$ cat src/rtl/usbtx_pkg.sv
package usbtx_pkg;

  // Operating modes as seen on the opmode pins.
  typedef enum logic [1:0] {
    OPM_NORMAL = 2'b00,
    OPM_QUIET  = 2'b01,
    OPM_RAW    = 2'b10,
    OPM_SPARE  = 2'b11
  } opmode_e;

  // Per-strobe command from the sequencer to the line coder.
  typedef enum logic [2:0] {
    LC_HOLD,
    LC_BIT,
    LC_STUFF,
    LC_SE0,
    LC_IDLEJ,
    LC_RELEASE
  } line_cmd_e;

  // Packet sequencer states.
  typedef enum logic [2:0] {
    FS_IDLE,
    FS_BITS,
    FS_SE0_2,
    FS_EOPJ,
    FS_TAIL
  } fsm_e;

  localparam int STUFF_RUN = 6;

endpackage

$ cat src/rtl/usbtx_bitclk.sv
module usbtx_bitclk #(
  parameter int DIV = 5
) (
  input  logic clk,
  input  logic rst_n,
  input  logic run,
  output logic stb
);
  localparam int CW = (DIV > 1) ? $clog2(DIV) : 1;

  logic [CW-1:0] cnt_q;

  // Counter is parked at zero while idle so a packet's first strobe
  // lands on the first clock of activity.
  always_ff @(posedge clk or negedge rst_n) begin
    if (!rst_n) begin
      cnt_q <= '0;
    end else if (!run) begin
      cnt_q <= '0;
    end else if (cnt_q == CW'(DIV - 1)) begin
      cnt_q <= '0;
    end else begin
      cnt_q <= cnt_q + 1'b1;
    end
  end

  assign stb = run && (cnt_q == '0);

endmodule

$ cat src/rtl/usbtx_feeder.sv
module usbtx_feeder #(
  parameter int          W        = 8,
  parameter logic [W-1:0] SYNC_PAT = 8'h80
) (
  input  logic         clk,
  input  logic         rst_n,
  input  logic         accept_en,
  input  logic         tx_valid,
  input  logic [W-1:0] tx_data,
  output logic         tx_ready,
  input  logic         preload,
  input  logic         take,
  output logic         bit_out,
  output logic         have_bit
);
  localparam int LW = $clog2(W + 1);

  logic [W-1:0]  hold_q;
  logic          hold_full_q;
  logic [W-1:0]  sh_q;
  logic [LW-1:0] left_q;
  logic          capture;

  assign tx_ready = accept_en && tx_valid && !hold_full_q;
  assign capture  = tx_ready;
  assign have_bit = (left_q != '0) || hold_full_q;
  assign bit_out  = (left_q != '0) ? sh_q[0] : hold_q[0];

  always_ff @(posedge clk or negedge rst_n) begin
    if (!rst_n) begin
      hold_q      <= '0;
      hold_full_q <= 1'b0;
      sh_q        <= '0;
      left_q      <= '0;
    end else begin
      if (capture) begin
        hold_q      <= tx_data;
        hold_full_q <= 1'b1;
      end
      if (preload) begin
        sh_q   <= SYNC_PAT;
        left_q <= LW'(W);
      end else if (take) begin
        if (left_q != '0) begin
          sh_q   <= sh_q >> 1;
          left_q <= left_q - 1'b1;
        end else begin
          // capture needs an empty holding register, so it never meets this branch
          sh_q        <= hold_q >> 1;
          left_q      <= LW'(W - 1);
          hold_full_q <= 1'b0;
        end
      end
    end
  end

endmodule

$ cat src/rtl/usbtx_line_enc.sv
module usbtx_line_enc
  import usbtx_pkg::*;
#(
  parameter int RUN = STUFF_RUN
) (
  input  logic      clk,
  input  logic      rst_n,
  input  logic      clear,
  input  line_cmd_e cmd,
  input  logic      bit_in,
  input  logic      drive_en,
  input  logic      code_en,
  output logic      stuff_due,
  output logic      line_dp,
  output logic      line_dm,
  output logic      line_oe
);
  localparam int OW = $clog2(RUN + 1);

  logic [OW-1:0] ones_q;
  logic          lvl_q;     // 1 = J, 0 = K
  logic          next_lvl;

  assign stuff_due = code_en && (ones_q == OW'(RUN));

  always_comb begin
    if (code_en) next_lvl = bit_in ? lvl_q : !lvl_q;
    else         next_lvl = bit_in;
  end

  always_ff @(posedge clk or negedge rst_n) begin
    if (!rst_n) begin
      ones_q  <= '0;
      lvl_q   <= 1'b1;
      line_dp <= 1'b1;
      line_dm <= 1'b0;
      line_oe <= 1'b0;
    end else if (clear) begin
      ones_q <= '0;
      lvl_q  <= 1'b1;
    end else begin
      case (cmd)
        LC_BIT: begin
          lvl_q   <= next_lvl;
          line_dp <= next_lvl;
          line_dm <= !next_lvl;
          line_oe <= drive_en;
          ones_q  <= (code_en && bit_in) ? ones_q + 1'b1 : '0;
        end
        LC_STUFF: begin
          lvl_q   <= !lvl_q;
          line_dp <= !lvl_q;
          line_dm <= lvl_q;
          line_oe <= drive_en;
          ones_q  <= '0;
        end
        LC_SE0: begin
          line_dp <= 1'b0;
          line_dm <= 1'b0;
          line_oe <= drive_en;
        end
        LC_IDLEJ: begin
          lvl_q   <= 1'b1;
          line_dp <= 1'b1;
          line_dm <= 1'b0;
          line_oe <= drive_en;
        end
        LC_RELEASE: begin
          line_dp <= 1'b1;
          line_dm <= 1'b0;
          line_oe <= 1'b0;
        end
        default: ;
      endcase
    end
  end

endmodule

$ cat src/rtl/usbtx_serializer.sv
module usbtx_serializer
  import usbtx_pkg::*;
#(
  parameter int BIT_DIV = 5,
  parameter int DATA_W  = 8
) (
  input  logic              clk,
  input  logic              rst_n,
  input  logic [1:0]        opmode,
  input  logic              tx_valid,
  input  logic [DATA_W-1:0] tx_data,
  output logic              tx_ready,
  output logic              line_dp,
  output logic              line_dm,
  output logic              line_oe
);
  localparam logic [DATA_W-1:0] SYNC_PAT = DATA_W'(1) << (DATA_W - 1);

  fsm_e      state_q, state_d;
  opmode_e   mode_q;
  line_cmd_e cmd;
  logic      st_idle, start, bit_stb;
  logic      take, cur_bit, have_bit, stuff_due;
  logic      drive_en, code_en;

  assign st_idle  = (state_q == FS_IDLE);
  assign start    = st_idle && tx_valid;
  assign drive_en = (mode_q != OPM_QUIET);
  assign code_en  = (mode_q != OPM_RAW);

  always_ff @(posedge clk or negedge rst_n) begin
    if (!rst_n) begin
      state_q <= FS_IDLE;
      mode_q  <= OPM_NORMAL;
    end else begin
      state_q <= state_d;
      if (start) mode_q <= opmode_e'(opmode);
    end
  end

  // Stuff decision precedes the shifter; an empty shifter ends the packet.
  always_comb begin
    state_d = state_q;
    cmd     = LC_HOLD;
    take    = 1'b0;
    case (state_q)
      FS_IDLE: if (tx_valid) state_d = FS_BITS;
      FS_BITS: if (bit_stb) begin
        if (stuff_due) begin
          cmd = LC_STUFF;
        end else if (have_bit) begin
          cmd  = LC_BIT;
          take = 1'b1;
        end else begin
          cmd     = LC_SE0;
          state_d = FS_SE0_2;
        end
      end
      FS_SE0_2: if (bit_stb) begin
        cmd     = LC_SE0;
        state_d = FS_EOPJ;
      end
      FS_EOPJ: if (bit_stb) begin
        cmd     = LC_IDLEJ;
        state_d = FS_TAIL;
      end
      FS_TAIL: if (bit_stb) begin
        cmd     = LC_RELEASE;
        state_d = FS_IDLE;
      end
      default: state_d = FS_IDLE;
    endcase
  end

  usbtx_bitclk #(.DIV(BIT_DIV)) u_bitclk (
    .clk   (clk),
    .rst_n (rst_n),
    .run   (!st_idle),
    .stb   (bit_stb)
  );

  usbtx_feeder #(.W(DATA_W), .SYNC_PAT(SYNC_PAT)) u_feeder (
    .clk       (clk),
    .rst_n     (rst_n),
    .accept_en (state_q == FS_BITS),
    .tx_valid  (tx_valid),
    .tx_data   (tx_data),
    .tx_ready  (tx_ready),
    .preload   (start),
    .take      (take),
    .bit_out   (cur_bit),
    .have_bit  (have_bit)
  );

  usbtx_line_enc #(.RUN(STUFF_RUN)) u_enc (
    .clk       (clk),
    .rst_n     (rst_n),
    .clear     (start),
    .cmd       (cmd),
    .bit_in    (cur_bit),
    .drive_en  (drive_en),
    .code_en   (code_en),
    .stuff_due (stuff_due),
    .line_dp   (line_dp),
    .line_dm   (line_dm),
    .line_oe   (line_oe)
  );

endmodule

$ cat config.mk
export PLATFORM = sky130hd
export DESIGN_NAME = usbtx_serializer
export DESIGN_NICKNAME = d
export VERILOG_FILES = /design/src/rtl/usbtx_pkg.sv /design/src/rtl/usbtx_bitclk.sv /design/src/rtl/usbtx_feeder.sv /design/src/rtl/usbtx_line_enc.sv /design/src/rtl/usbtx_serializer.sv
export SDC_FILE = /design/constraint.sdc
export NUM_CORES = 1
export LEC_CHECK = 0
export CAP_MARGIN = 20
export CELL_PAD_IN_SITES_DETAIL_PLACEMENT = 0
export CELL_PAD_IN_SITES_GLOBAL_PLACEMENT = 2
export CORE_MARGIN = 2
export CORE_UTILIZATION = 36
export CTS_BUF_LIST = sky130_fd_sc_hd__clkbuf_8
export CTS_CLUSTER_DIAMETER = 40
export DETAILED_ROUTE_END_ITERATION = 8
export PLACE_DENSITY = 0.81
export SLEW_MARGIN = 10
export SYNTH_ARGS = -nofsm -noshare
export SYNTH_HDL_FRONTEND = slang
export SYNTH_SLANG_ARGS = --single-unit
$ cat constraint.sdc
create_clock -name clk -period 2.35 [get_ports clk]
set_input_delay 0.47 -clock clk [delete_from_list [all_inputs] [get_ports clk]]
set_output_delay 0.47 -clock clk [all_outputs]
set_load 0.1 [all_outputs]
; ---- After elaboration in Yosys (flattened, before gate mapping)
; Index checks and enable logic that the tools add are counted.
[op_classes]
add_sub_neg = 3
n_eq_ne = 20
mux = 42
n_bitwise = 1
n_reduce_logical = 27
[op_table]
columns = operator, n
row1 = $mux W3, 13
row2 = $mux W8, 2
row3 = $ne A2 B2 Y1 const B, 8
row4 = $eq A3 B3 Y1 const B, 5
row5 = $pmux W3 S5, 1
row6 = $eq A3 B2 Y1 const B, 4
row7 = $mux W1, 12
row8 = $mux W4, 3
row9 = $pmux W3 S4, 1
row10 = $reduce_bool A4 Y1, 3
row11 = $mux W2, 4
row12 = $mux W7, 1
row13 = $reduce_and A7 Y1, 1
row14 = $add A3 B1 Y3 const B, 2
row15 = $eq A3 B1 Y1 const B, 2
row16 = $logic_and A1 B1 Y1, 6
row17 = $logic_not A3 Y1, 2
row18 = $pmux W1 S3, 2
row19 = $pmux W3 S2, 1
row20 = $reduce_and A2 Y1, 3
row21 = $reduce_bool A3 Y1, 2
row22 = $logic_not A1 Y1, 4
row23 = $pmux W1 S4, 1
row24 = $reduce_bool A2 Y1, 2
row25 = other kinds (8), 8
[word_totals]
ff_bits = 36
inputBits = 13
output_inout_bits = 4

; ---- Longest topological paths before layout
[depth]
ltp_word = 10
depth_mapped = 9

; ---- By module
; Synthesis repeated with hierarchy kept, for this count alone.
[unflattened]
cells_unflattened = 201
area_unflattened_um2 = 1990.7
[by_module_without_submodules]
columns = module, n_inst, cells_per_inst, area_each_um2, seq_area_each_um2
row1 = usbtx_feeder, 1, 87, 934.6, 525.5
row2 = usbtx_line_enc, 1, 59, 511.7, 177.7
row3 = usbtx_serializer, 1, 40, 386.6, 125.1
row4 = usbtx_bitclk, 1, 15, 157.7, 75.1

; ---- Worst setup path after synthesis
; No wires, ideal clock.
[synth_timing]
path_type = register to register
startpoint = register state_q[2]
endpoint = register u_feeder.hold_q[0]
arrival_time_ns = 2.531
required_ns = 2.225
slack_ns = -0.305
path_stages_with_launch = 4
synth_period_minus_slack_ns = 2.655
path_cell_list = dfrtp_1 nand2b_1 nor3_2 mux2_2
[synth_between]
elab_chain_cells = 3
[synth_lines]
columns = item, line_no
row1 = from (decl), usbtx_serializer.sv:19  ; fsm_e state_q, state_d;
row2 = from (signal assigned), usbtx_serializer.sv:36  ; state_q <= state_d;
row3 = $eq A3 B1 Y1, usbtx_serializer.sv:85  ; .accept_en (state_q == FS_BITS),
row4 = $logic_and A1 B1 Y1 (2 in series), usbtx_feeder.sv:24  ; assign tx_ready = accept_en && tx_valid && !hold_full_q;
row5 = via tx_ready, usbtx_serializer.sv:12  ; output logic tx_ready,
row6 = to (signal assigned), usbtx_feeder.sv:37  ; hold_q <= tx_data;
row7 = to (decl), usbtx_feeder.sv:18  ; logic [W-1:0] hold_q;
; The timed path passes the listed nets, and every way through them passes these cells.
; A chain may end at the register's enable or synchronous reset.

; ---- Worst setup path in the final report
[layout_timing]
startpoint = register u_feeder.left_q[1]
endpoint = register u_enc.ones_q[1]
[layout_between]
elab_chain_cells = 9
word_cells_on_any_way = 14
[layout_lines]
columns = item, line_no
row1 = from (decl), usbtx_feeder.sv:21  ; logic [LW-1:0] left_q;
row2 = from (signal assigned), usbtx_feeder.sv:42  ; left_q <= LW'(W);
row3 = from (signal assigned), usbtx_feeder.sv:46  ; left_q <= left_q - 1'b1;
row4 = from (signal assigned), usbtx_feeder.sv:50  ; left_q <= LW'(W - 1);
row5 = $reduce_bool A4 Y1 (*), "usbtx_feeder.sv:26, usbtx_feeder.sv:27"
row6 = $logic_or A1 B1 Y1, usbtx_feeder.sv:26  ; assign have_bit = (left_q != '0) || hold_full_q;
row7 = $mux W2, usbtx_serializer.sv:51  ; end else if (have_bit) begin
row8 = $mux W2, usbtx_serializer.sv:49  ; if (stuff_due) begin
row9 = $mux W2, usbtx_serializer.sv:48  ; FS_BITS: if (bit_stb) begin
row10 = $pmux W3 S4, usbtx_serializer.sv:46  ; case (state_q)
row11 = $eq A3 B2 Y1 or $eq A3 B1 Y1 (tied branches), usbtx_line_enc.sv:42  ; case (cmd)
row12 = $pmux W3 S2, usbtx_line_enc.sv:42
row13 = $mux W3, usbtx_line_enc.sv:38  ; end else if (clear) begin
row14 = to (signal assigned), usbtx_line_enc.sv:48  ; ones_q <= (code_en && bit_in) ? ones_q + 1'b1 : '0;
row15 = to (decl), usbtx_line_enc.sv:20  ; logic [OW-1:0] ones_q;
; Every way passes the cells marked *; elsewhere a longest branch is shown, timed or not.

==> qor.tcl <==
set qor(drive_above_1_share_pct) 19.1
set qor(top_layer_used) {met4}
set qor(aggregate_global_routing_overflow) 0
set qor(power.density_cell_area_mw_per_mm2) 1120
set qor(starting_density_pct) 37.7
set qor(simple_gate_portion_of_the_synthesized_area_pct) 19.7
set qor(timing.hold.worst.class) {reg2reg}
set qor(combinational_family_with_the_most_area_after_synthesis) {simple AND/OR/NAND/NOR gates}
set qor(final.setup_skew_ns) 0.00785
set qor(worst-path-max-fanout) 5
set qor(detail_route.first_pass.iterations) 4
set qor(synth_enable_flop_cells) 0
set qor(pin_count) 17
set qor(finalNetCount) 244
set qor(number_of_instances_in_the_synthesized_netlist) 197
set qor(clock-sinks) 36
set qor(slew_violations) 0
set qor(final.setup.tns_ns) 0
set qor(worstSetupPathType) {reg2reg}
set qor(worstSkewPairLatency_ns) 0.29
set qor(timing.critical_path.arrival_ns) 2.38
set qor(endpoint_kind) {flip-flop}
set qor(power.leakage_uw) 0.000999
set qor(cp-endpoint) {u_enc.ones_q[1]}
set qor(hold_path_depth) 1
set qor(tritoncts) {done}
set qor(root_buffer) {clkbuf_8}
set qor(ys_types) 43
set qor(maxCapViolCount) 0
set qor(drt-total-wl_um) 4200
set qor(power.ir.vdd_worst_mv) 0.447
set qor(postCtsSetupRepairBufs) 0
set qor(timing.final.hold_violations) 0
set qor(portBuffers) 16
set qor(htree_levels) 2
set qor(max_slew.worst_pin.slew_ns) 0.459
set qor(die_h_um) 77.3
set qor(cts-hold-fix-buffers) 0
set qor(post-synth-top-area-fraction_pct) 44.0
set qor(die_area_mm2) 0.00598
set qor(avgSynthCellArea_um2) 9.83
set qor(number_of_filler_cells_placed_in_the_layout) 512
set qor(floorplan.rows) 26
set qor(post_cts.resized_instances) 0
set qor(synthAdderAreaFrac_pct) 3.88
set qor(cp_slowest_stage_delay_ns) 0.40
set qor(grt_antenna_before_repair) 0
set qor(wl_per_cell_um) 14.2
set qor(unrepaired_setup_endpoints_after_global_routing) {no}
set qor(critPathMostFrequentCell) {buf_4}
set qor(grt_start_max_net_pins) 37
set qor(synth.area.mux_share_pct) 9.37
set qor(cts.reportedPaths.clkPinSlew_ns) 0.07
set qor(post-dp-hpwl_um) 3070
set qor(area_growth_syn_to_layout_pct) 21.9
set qor(timing.reg2reg.setup_slack_ns) 0.17
set qor(synth-seq-area-share_pct) 46.7
set qor(placeableCoreArea_mm2) 0.00514
set qor(cpMaxStageDelayCell) {dfrtp_1}
set qor(syn_area_mm2) 0.00194
set qor(numCtsBuffers) 5
set qor(post_route_fraction_of_the_period_consumed_by_the_critical_path_pct) 92.6
set qor(vias) 1540
set qor(cts-root-to-sink-buffers) 2
set qor(r2r-start) {u_feeder.left_q[1]}
set qor(via_per_inst) 5.22
set qor(slew_headroom_pct) 69.4
set qor(ys_async_sr_fraction_pct) 100
set qor(route.detailed.drc) 0
set qor(detailroute.wirelength.met3_um) 133
set qor(timing.critical_path.cells) {inv_1 > ha_1 > nor4b_1 > buf_4 > o21bai_1 > or2_1 > buf_4 > or3_1 > a21boi_1}
set qor(grt_pass1_wl_um) 7310
set qor(grt_util_overall_pct) 15.7
set qor(synth_top_cell_by_area) {dfrtp_1}
set qor(count_of_nets_left_with_antenna_violations_after_detail_routing) 0
set qor(syn-num-nets) 216
set qor(drtIter0Drc) 110
set qor(ys_top_cells_by_area) {dfrtp_1 44%, mux2_2 5.2%, mux2i_1 4.1%, nor2_1 4.1%, a211oi_1 3.9%}
set qor(rr_endpoint) {u_enc.ones_q[1]}
set qor(period_minus_slack_ns) 2.18
set qor(route.layer.met1.wl_um) 1960
set qor(synth.ff_latch_count) 36
set qor(timing.critical_path.required_ns) 2.56
set qor(crit_path_start) {u_feeder.left_q[1]}
set qor(timing.fmax_mhz) 460
set qor(wl_met2_um) 2050
set qor(place.gp.congestion) 0.839
set qor(die_width_um) 77.3
set qor(finalSetupViolations) 0
set qor(outcome) {completed}
set qor(post-route-util_pct) 45.9
set qor(crit_path_start_kind) {flip-flop}
set qor(synth_top_flop_cell) {dfrtp_1}
set qor(synth_compound_gate_area_share_pct) 15.9
set qor(yosys.area_share.xor_xnor_pct) 0.452
set qor(vias_in_the_first_global_route) 1592
set qor(synth-warning-count) 0
set qor(worstRegToRegCells) 9
set qor(n_antenna_cell) 0
-- flip-flops by register name, summed over array words and instances, names as in the netlist --
name                  count
u_enc.lvl_q               1
u_feeder.hold_q           8
u_feeder.hold_full_q      1
u_feeder.left_q           4
u_bitclk.cnt_q            3
state_q                   3
u_enc.line_oe             1
u_enc.ones_q              3
u_enc.line_dp             1
mode_q                    2
u_enc.line_dm             1
u_feeder.sh_q             8
-- cell usage in the layout (no fill, tap or decap), types with 2 or more instances in the layout --
cell type / count
nand2b_1: 5
clkdlybuf4s50_1: 12
inv_1: 6
nor2_1: 21
o211ai_1: 2
nand2_1: 15
nand3_1: 6
dfrtp_1: 34
or3_1: 4
mux2i_1: 8
clkbuf_8: 7
mux2_2: 9
a211oi_1: 10
a31oi_1: 2
o311a_1: 2
dfstp_2: 2
nor3b_1: 2
o21ai_0: 7
ha_1: 6
o22ai_1: 2
nor3_1: 6
a21oi_1: 8
buf_4: 20
nor2b_1: 9
-- stage by stage --
step	area, µm²	std cells	worst slack, ns	total power, µW	hold WS [ns]
2_1_floorplan	1940	197	0.224	1870	0.174
3_3_place_gp	2260	288	0.257	2130	0.452
3_5_place_dp	2260	288	0.209	2180	0.478
4_1_cts	2360	295	0.193	2660	0.488
5_1_grt	2360	295	0.0469	2850	0.521
6_report	2360	295	0.175	2640	0.489
-- critical path, delay by kind of cell, from the launching register on --
| family | cells | cell delay, ns |
|---|---|---|
| fa+ha+maj | 1 | 0.21 |
| buf+inv | 3 | 0.38 |
| simple gates | 3 | 0.79 |
| flops | 1 | 0.40 |
| compound gates | 2 | 0.32 |
-- Yosys cell counts (2+ instances only) --
master / instances
o22ai_1: 2
o211ai_1: 2
dfrtp_1: 34
or3_1: 4
nor2_1: 21
nor2b_1: 9
a31oi_1: 2
ha_1: 6
mux2i_1: 8
o311a_1: 2
nor3_1: 6
dfstp_2: 2
nand2_1: 15
buf_2: 3
nor3b_1: 2
nand2b_1: 5
o21ai_0: 7
clkbuf_1: 8
inv_1: 6
nand3_1: 6
a21oi_1: 8
a211oi_1: 10
mux2_2: 9
-- layer usage --
metal  up-vias  GRT usage, %
met2        27          25.4
met1       745          19.5
li1        762             -
met5         -             0
met4         0          6.25
met3         6          4.71
-- layout make-up --
| class | count | area [µm²] | area share (%) |
|---|---|---|---|
| clock buffers | 7 | 96.3 | 4.08 |
| inverters | 6 | 22.5 | 0.954 |
| multi-input cells | 143 | 960 | 40.7 |
| flip-flops and latches | 36 | 903 | 38.3 |
| well taps | 70 | 87.6 | 3.71 |
| repair buffers | 33 | 290 | 12.3 |
-- logic make-up (layout without fill, tap and decap cells) --
group                    Yosys count  after routing
XOR/XNOR                           1              1
buffers and inverters             18             46
flip-flops                        36             36
AND/OR/NAND/NOR                   75             75
AO/OA/AOI/OAI                     44             44
multiplexers                      17             17
adder cells (fa/ha/maj)            6              6
-- power by group --
part / internal [µW] / switching [µW]
Clock: 261 / 210
Sequential: 873 / 166
Combinational: 492 / 633
-- how the worst min path moves through the flow --
stage                      start           endpoint
5_1_grt        u_bitclk.cnt_q[0]  u_bitclk.cnt_q[0]
3_3_place_gp   u_bitclk.cnt_q[0]  u_bitclk.cnt_q[0]
4_1_cts        u_bitclk.cnt_q[0]  u_bitclk.cnt_q[0]
2_1_floorplan              rst_n          mode_q[0]
6_report       u_bitclk.cnt_q[0]  u_bitclk.cnt_q[0]
3_5_place_dp   u_bitclk.cnt_q[0]  u_bitclk.cnt_q[0]
Power figures use the tool's default switching activity.
